### config.mk
export PLATFORM = sky130hd
export DESIGN_NAME = irq_vec_ctrl
export DESIGN_NICKNAME = d
export VERILOG_FILES = /design/src/rtl/irq_vec_pkg.sv /design/src/rtl/irq_src_cell.sv /design/src/rtl/irq_rot_picker.sv /design/src/rtl/irq_vec_ctrl.sv
export SDC_FILE = /design/constraint.sdc
export NUM_CORES = 2
export LEC_CHECK = 0
export ABC_AREA = 1
export BUFFER_PORTS_ARGS = -buffer_cell sky130_fd_sc_hd__clkbuf_2
export CAP_MARGIN = 40
export CORE_MARGIN = 5
export CORE_UTILIZATION = 65
export CTS_BUF_LIST = sky130_fd_sc_hd__clkbuf_2 sky130_fd_sc_hd__clkbuf_4 sky130_fd_sc_hd__clkbuf_8
export DETAILED_ROUTE_END_ITERATION = 6
export HOLD_SLACK_MARGIN = 0.08
export MAX_ROUTING_LAYER = met4
export PLACE_DENSITY = 0.83
export SLEW_MARGIN = 10
export SYNTH_ARGS = -nofsm -noshare
export SYNTH_HDL_FRONTEND = slang
export SYNTH_SLANG_ARGS = --single-unit
export TNS_END_PERCENT = 100
### constraint.sdc
create_clock -name clk -period 9.07 [get_ports clk]
set_input_delay 2.721 -clock clk [delete_from_list [all_inputs] [get_ports clk]]
set_output_delay 2.721 -clock clk [all_outputs]
set_load 0.01 [all_outputs]
### src/rtl/irq_vec_pkg.sv
package irq_vec_pkg;
  // register offsets (byte addresses)
  localparam int VEC_OFS     = 'h00;
  localparam int IRQ_PC_OFS  = 'h20;
  localparam int FIQ_PC_OFS  = 'h24;
  localparam int CTRL_OFS    = 'h40;
  localparam int STAT_OFS    = 'h80;
  // control byte fields
  localparam int EN_BIT      = 3;
  localparam int RISE_BIT    = 5;
  localparam int FALL_BIT    = 6;
  // priority word
  localparam int ROT_BIT     = 6;
  localparam int FIQ_PC_W    = 7;
endpackage

### src/rtl/irq_src_cell.sv
module irq_src_cell (
  input  logic clk,
  input  logic rst,
  input  logic src_i,
  input  logic rise_en_i,
  input  logic fall_en_i,
  input  logic clr_i,
  output logic pend_o
);
  logic s1_q, s2_q, prev_q, lat_q;
  logic hit, level;

  assign hit   = (rise_en_i & s2_q & ~prev_q) | (fall_en_i & ~s2_q & prev_q);
  assign level = ~(rise_en_i | fall_en_i);

  always_ff @(posedge clk) begin
    if (rst) begin
      s1_q   <= 1'b0;
      s2_q   <= 1'b0;
      prev_q <= 1'b0;
      lat_q  <= 1'b0;
    end else begin
      s1_q   <= src_i;
      s2_q   <= s1_q;
      prev_q <= s2_q;
      // a fresh event outranks a same-cycle clear
      lat_q  <= (lat_q & ~clr_i) | hit;
    end
  end

  assign pend_o = level ? s2_q : lat_q;
endmodule

### src/rtl/irq_rot_picker.sv
module irq_rot_picker #(
  parameter int N_REQ = 64,
  localparam int IDX_W = $clog2(N_REQ)
) (
  input  logic [N_REQ-1:0] req_i,
  input  logic [IDX_W-1:0] start_i,
  output logic [IDX_W-1:0] idx_o,
  output logic             vld_o
);
  logic [IDX_W-1:0] pos;

  always_comb begin
    idx_o = '0;
    vld_o = 1'b0;
    pos   = '0;
    for (int i = 0; i < N_REQ; i++) begin
      pos = start_i + IDX_W'(i);
      if (!vld_o && req_i[pos]) begin
        idx_o = pos;
        vld_o = 1'b1;
      end
    end
  end
endmodule

### src/rtl/irq_vec_ctrl.sv
module irq_vec_ctrl
  import irq_vec_pkg::*;
#(
  parameter int N_SRC  = 64,
  parameter int N_AUX  = 6,
  parameter int ADDR_W = 8
) (
  input  logic              clk,
  input  logic              rst,
  input  logic              bus_wr,
  input  logic              bus_rd,
  input  logic [ADDR_W-1:0] bus_addr,
  input  logic [31:0]       bus_wdata,
  input  logic [3:0]        bus_wstrb,
  output logic [31:0]       bus_rdata,
  input  logic [N_SRC-1:0]  src_in,
  output logic              irq_o,
  output logic              fiq_o,
  output logic [N_AUX-1:0]  aux_o
);
  localparam int IDX_W  = $clog2(N_SRC);
  localparam int N_DEST = 2 + N_AUX;
  localparam int DEST_W = $clog2(N_DEST);
  localparam int N_CW   = N_SRC / 4;
  localparam int N_SW   = N_SRC / 32;

  logic [7:0]         ctrl_q [N_SRC];
  logic [N_SRC-1:0]   pend, clr, active;
  logic [N_SRC-1:0]   dest_mask [N_DEST];
  logic [N_DEST-1:0]  dest_any;
  logic               rot_q;
  logic [IDX_W-1:0]   start_q;
  logic [FIQ_PC_W-1:0] fiq_pc_q;
  logic [IDX_W-1:0]   winner;
  logic               win_vld;
  logic [IDX_W-1:0]   vec;
  logic [31:0]        rd_mux;
  logic               vec_rd, irq_pc_wr, fiq_pc_wr;

  assign vec_rd    = bus_rd && (bus_addr == ADDR_W'(VEC_OFS));
  assign irq_pc_wr = bus_wr && (bus_addr == ADDR_W'(IRQ_PC_OFS)) && bus_wstrb[0];
  assign fiq_pc_wr = bus_wr && (bus_addr == ADDR_W'(FIQ_PC_OFS)) && bus_wstrb[0];

  // per-source control byte, edge/level cell and routing
  for (genvar g = 0; g < N_SRC; g++) begin : g_src
    localparam int LANE = g % 4;
    localparam int BITP = g % 32;
    localparam logic [ADDR_W-1:0] CW_ADDR = ADDR_W'(CTRL_OFS + (g / 4) * 4);
    localparam logic [ADDR_W-1:0] SW_ADDR = ADDR_W'(STAT_OFS + (g / 32) * 4);

    always_ff @(posedge clk) begin
      if (rst) ctrl_q[g] <= '0;
      else if (bus_wr && bus_addr == CW_ADDR && bus_wstrb[LANE])
        ctrl_q[g] <= bus_wdata[8*LANE +: 8];
    end

    assign clr[g] = bus_wr && (bus_addr == SW_ADDR) && bus_wstrb[BITP/8] && bus_wdata[BITP];

    irq_src_cell u_cell (
      .clk       (clk),
      .rst       (rst),
      .src_i     (src_in[g]),
      .rise_en_i (ctrl_q[g][RISE_BIT]),
      .fall_en_i (ctrl_q[g][FALL_BIT]),
      .clr_i     (clr[g]),
      .pend_o    (pend[g])
    );

    assign active[g] = pend[g] & ctrl_q[g][EN_BIT];

    for (genvar d = 0; d < N_DEST; d++) begin : g_dst
      assign dest_mask[d][g] = active[g] && (ctrl_q[g][DEST_W-1:0] == DEST_W'(d));
    end
  end

  for (genvar d = 0; d < N_DEST; d++) begin : g_any
    assign dest_any[d] = |dest_mask[d];
  end

  irq_rot_picker #(.N_REQ(N_SRC)) u_pick (
    .req_i   (dest_mask[0]),
    .start_i (start_q),
    .idx_o   (winner),
    .vld_o   (win_vld)
  );

  assign vec = win_vld ? winner : '1;

  // priority control words
  always_ff @(posedge clk) begin
    if (rst) begin
      rot_q    <= 1'b1;
      start_q  <= '0;
      fiq_pc_q <= '0;
    end else begin
      if (irq_pc_wr) begin
        rot_q   <= bus_wdata[ROT_BIT];
        start_q <= bus_wdata[IDX_W-1:0];
      end else if (vec_rd && rot_q && win_vld) begin
        start_q <= winner + 1'b1;
      end
      if (fiq_pc_wr) fiq_pc_q <= bus_wdata[FIQ_PC_W-1:0];
    end
  end

  // read path
  always_comb begin
    rd_mux = '0;
    if (bus_addr == ADDR_W'(VEC_OFS)) rd_mux[IDX_W-1:0] = vec;
    if (bus_addr == ADDR_W'(IRQ_PC_OFS)) begin
      rd_mux[ROT_BIT]     = rot_q;
      rd_mux[IDX_W-1:0]   = start_q;
    end
    if (bus_addr == ADDR_W'(FIQ_PC_OFS)) rd_mux[FIQ_PC_W-1:0] = fiq_pc_q;
    for (int w = 0; w < N_CW; w++)
      if (bus_addr == ADDR_W'(CTRL_OFS + 4 * w))
        rd_mux = {ctrl_q[4*w+3], ctrl_q[4*w+2], ctrl_q[4*w+1], ctrl_q[4*w]};
    for (int s = 0; s < N_SW; s++)
      if (bus_addr == ADDR_W'(STAT_OFS + 4 * s))
        rd_mux = pend[32*s +: 32];
  end

  always_ff @(posedge clk) begin
    if (rst) begin
      bus_rdata <= '0;
      irq_o     <= 1'b0;
      fiq_o     <= 1'b0;
      aux_o     <= '0;
    end else begin
      if (bus_rd) bus_rdata <= rd_mux;
      irq_o <= dest_any[0];
      fiq_o <= dest_any[1];
      aux_o <= dest_any[N_DEST-1:2];
    end
  end
endmodule

==> results.sh, run 1 <==
export IMPL_status="did not finish"
export IMPL_haltStage="global routing (5_1_grt)"
export IMPL_error_line="[ERROR GRT-0232] Routing congestion too high. Check the congestion heatmap in the GUI."
export IMPL_rows=100
export IMPL_ctsHtreeMaxLevel=4
export IMPL_ioPinCount=152
export IMPL_grt_ovfl_total=101
export IMPL_crit_endpoint="bus_rdata[1]$_SDFFE_PP0P_/D"
export IMPL_start_util_pct=65.6
export IMPL_gr_usage_all_layers_pct=74.2
export IMPL_cts_made_buffers=132
export IMPL_ys_warn_count=0
export IMPL_synthDistinctLibCells=64
export IMPL_dieWidth_um=284
export IMPL_endpoint_type="register data pin"
export IMPL_ys_ff_latch=822
export IMPL_cts_num_sinks=822
export IMPL_ys_top_cells_by_area="edfxtp_1 (31%), dfxtp_1 (13%), nand2_1 (9.9%)"
export IMPL_async_flop_share_pct=0
export IMPL_postSynthNetCount=6836
export IMPL_ys_seq_area_share_pct=44.1
export IMPL_ctsHoldBuffers=0
export IMPL_yosysTopAreaCell="edfxtp_1"
export IMPL_synth_top_area_share_pct=31.4
export IMPL_postSynthAreaPerCell_um2=7.30
export IMPL_syn_area_mm2=0.0490
export IMPL_antenna_found_initial=58
export IMPL_placed_cells=8019
export IMPL_clockRootBuffer="clkbuf_8"
export IMPL_die_h_um=284
export IMPL_grt_max_degree=90
export IMPL_routabilityCongestion=1.22
export IMPL_synth_flop_cell="edfxtp_1"
export IMPL_cts_buffer_depth=3
export IMPL_synth_edf_count=512
export IMPL_synth_cells=6706
export IMPL_synth_common_cells="nand2_1 (1292), nor2_1 (1228), inv_1 (729), nand3_1 (671), edfxtp_1 (512)"
export IMPL_port_buffers=151
export IMPL_yosysMostFrequentCell="nand2_1"
export IMPL_hpwl_mm=177
stage by stage:
stage | hold WS, ps | area, um2 | worst slack [ps]
4_1_cts | 404 | 56200 | 26.7
3_5_place_dp | 393 | 53300 | -42.1
3_3_place_gp | 389 | 52900 | -6.45
2_1_floorplan | 388 | 49000 | 1650
metal layers:
layer / GRT overflow / track usage, %
met2: 49 / 88.2
met3: 12 / 58.1
met1: 5 / 75.7
met4: 35 / 67.0
met5: - / -
kinds of logic after synthesis:
logic type | share of synthesized area [%]
compound gates | 10.8
xor+xnor | 0.872
fa+ha+maj | 0.460
buf+inv | 8.24
flops | 44.1
mux | 0.0818
simple gates | 35.4
what timing repair did:
action	in CTS
gates resized for setup	7
pin swaps	2
endpoints found under the setup margin	1
cloned	0
buffers inserted	3
==> run 2, diff against run 1 <==
Settings changed: CORE_UTILIZATION 65 to 40, CTS_BUF_LIST sky130_fd_sc_hd__clkbuf_2 sky130_fd_sc_hd__clkbuf_4 sky130_fd_sc_hd__clkbuf_8 to unset, HOLD_SLACK_MARGIN 0.08 to unset, MAX_ROUTING_LAYER met4 to unset, PLACE_DENSITY 0.83 to unset, PLACE_DENSITY_LB_ADDON set to 0.15.
==> run 2 against run 1 <==
Effect of this change: the flow now finishes, with violations (design-rule violations, negative setup slack); area after synthesis stayed put; synthesized cell count did not move.
==> results.sh, run 2 <==
export IMPL_grt_max_degree=135
export IMPL_layout_commonest_cell="buf_4"
export IMPL_drtPass1Iterations=7
export IMPL_port_buffers=151
export IMPL_max_cap_violations=0
export IMPL_status="finished, violations left"
export IMPL_cts_num_sinks=822
export IMPL_tritoncts="yes"
export IMPL_grt_ovfl_total=0
export IMPL_hold_violations=0
export IMPL_die_area_mm2=0.129
export IMPL_placed_cells=9567
export IMPL_largest_register="ctrl_q"
export IMPL_clockRootBuffer="clkbuf_16"
export IMPL_antenna_found_initial=14
export IMPL_vias=57500
export IMPL_drv_slew=0
export IMPL_ys_warn_count=0
export IMPL_setup_violations_final=1
export IMPL_synth_top_area_share_pct=31.4
export IMPL_critPathCaptureType="register"
export IMPL_routabilityCongestion=1.10
export IMPL_relSlewSlack_pct=34.2
export IMPL_crit_path_max_incr_delay_ps=340
export IMPL_finalSetupTns_ps=-84.4
export IMPL_ys_ff_latch=822
export IMPL_drt_first_iter_violations=8431
export IMPL_syn_to_final_growth_pct=35.7
export IMPL_placed_cell_area_mm2=0.0612
export IMPL_crit_path_start_kind="register"
export IMPL_hp_class="reg -> reg"
export IMPL_path_buf_inv=8
export IMPL_fmax_ghz=0.109
export IMPL_violations="design-rule violations, negative setup slack"
export IMPL_die_h_um=360
export IMPL_wl_per_cell_um=28.3
export IMPL_synth_edf_count=512
export IMPL_hpwl_mm=223
export IMPL_yosysMostFrequentCell="nand2_1"
export IMPL_postSynthNetCount=6836
export IMPL_clk_pin_slew_ps=70
export IMPL_nFillCells=11800
export IMPL_ctsHoldBuffers=0
export IMPL_crit_slowest_cell="dfxtp_2"
export IMPL_pwr_density_cell_mw_per_mm2=147
export IMPL_ir_drop_mv=0.181
export IMPL_cp_required_ps=9640
export IMPL_ys_top_cells_by_area="edfxtp_1 (31%), dfxtp_1 (13%), nand2_1 (9.9%)"
export IMPL_gr_usage_all_layers_pct=41.1
export IMPL_postSynthAreaPerCell_um2=7.30
export IMPL_synth_flop_cell="edfxtp_1"
export IMPL_start_util_pct=40.2
export IMPL_fin_area_mm2=0.0664
export IMPL_ioPinCount=152
export IMPL_dieWidth_um=360
export IMPL_worst_slew_pin_slew_ps=986
export IMPL_grt_pass1_wl_mm=384
export IMPL_async_flop_share_pct=0
export IMPL_layout_drive_gt1_share_pct=25.1
export IMPL_synth_common_cells="nand2_1 (1292), nor2_1 (1228), inv_1 (729), nand3_1 (671), edfxtp_1 (512)"
export IMPL_leakage_nw=29.2
export IMPL_yosysTopAreaCell="edfxtp_1"
export IMPL_crit_type="reg -> reg"
export IMPL_coreArea_mm2=0.122
export IMPL_crit_arrival_ps=9720
export IMPL_largest_register_ffs=512
export IMPL_post_route_drc_count=2
export IMPL_cp_max_fo=11
export IMPL_ctsHtreeMaxLevel=3
export IMPL_synth_cells=6706
export IMPL_period_share_pct=101
export IMPL_finalClockSkew_ps=61.8
export IMPL_period_minus_slack_ps=9150
export IMPL_fin_nets=8245
export IMPL_antenna_left=0
export IMPL_rows=128
export IMPL_cts_made_buffers=94
export IMPL_avgViaCountPerCell=5.85
export IMPL_rsz0062_at_grt="true"
export IMPL_routed_wl_mm=279
export IMPL_synthDistinctLibCells=64
export IMPL_syn_area_mm2=0.0490
export IMPL_fin_ws_ps=-84.4
export IMPL_ys_seq_area_share_pct=44.1
export IMPL_cts_buffer_depth=3
export IMPL_instances_no_fill=9828
export IMPL_cp_top_family="simple AND/OR/NAND/NOR gates"
export IMPL_mostFrequentLayoutCells="buf_4 (1310), nand2_1 (1246), nor2_1 (1193)"
export IMPL_clk_latency_ps=760
export IMPL_crit_top_cell="nand4_1"
export IMPL_grt_pass1_vias=52500
[run 2: cell counts after synthesis]
No cell type changed its count.
[run 2: worst reg2reg max path: cells and delay by family (launching register included)]
family                     cells  cell delay, ps
AOI/OAI and AO/OA              4             490
DFF                            1             340
buffers and inverters          8            1240
and+or+nand+nor               45            6720
adders and majority gates      1             210
[run 2: stage by stage]
step | hold slack, ps | power, mW | utilization [%] | setup WS [ps]
2_1_floorplan | 388 | 4.87 | - | 1650
3_3_place_gp | 389 | 5.65 | 49.9 | -367
3_5_place_dp | 393 | 5.68 | 50.3 | -368
4_1_cts | 384 | 9.69 | 53.4 | -28.5
5_1_grt | 416 | 10.0 | 54.6 | -600
6_report | 386 | 9.77 | 54.6 | -84.4
[run 2: cell type report]
class | instances | area, um2 | share of cell area (%)
antenna | 6 | 15.0 | 0.0226
multi-input combinational | 4851 | 24500 | 37.0
tap | 1625 | 2030 | 3.06
inverter | 791 | 2990 | 4.50
timing repair buffer | 1555 | 12000 | 18.0
sequential | 822 | 21600 | 32.5
clock buffer | 119 | 2670 | 4.02
clock inverter | 59 | 598 | 0.900
[run 2: repair_timing]
item,in CTS,in global routing
cloned,1,4
endpoints found under the hold margin,0,0
setup endpoints to repair,6,9
buffers inserted,16,59
resized for setup,78,238
pin swaps,37,98
[run 2: cell families after synthesis]
kind of cell | Yosys count | synth area share [%]
buffers and inverters | 1033 | 8.24
xor gates and xnor gates | 44 | 0.872
adders and majority gates | 18 | 0.460
AOI/OAI and AO/OA | 880 | 10.8
muxes | 4 | 0.0818
and+or+nand+nor | 3905 | 35.4
DFF | 822 | 44.1
[run 2: final timing paths]
path	from	end	slack, ps	depth (start not counted)
min	g_src[34].u_cell.s1_q	g_src[34].u_cell.s2_q	390	2
max reg2reg	start_q[2]	bus_rdata[3]	-80	58
min reg2reg	g_src[34].u_cell.s1_q	g_src[34].u_cell.s2_q	390	2
max	start_q[2]	bus_rdata[3]	-80	58
[run 2: per-layer routing]
metal	global-route usage [%]	share of wire [%]
met5	0	0.044
met4	23.0	7.2
met3	11.7	13
met2	59.4	41
met1	55.2	40
[run 2: where the power goes]
part | total, mW | internal [mW] | switching [mW]
sequential | 4.26 | 4.14 | 0.125
combinational | 1.49 | 0.566 | 0.922
clock | 4.01 | 2.24 | 1.77
total | 9.77 | 6.95 | 2.82
Power figures use the tool's default switching activity.
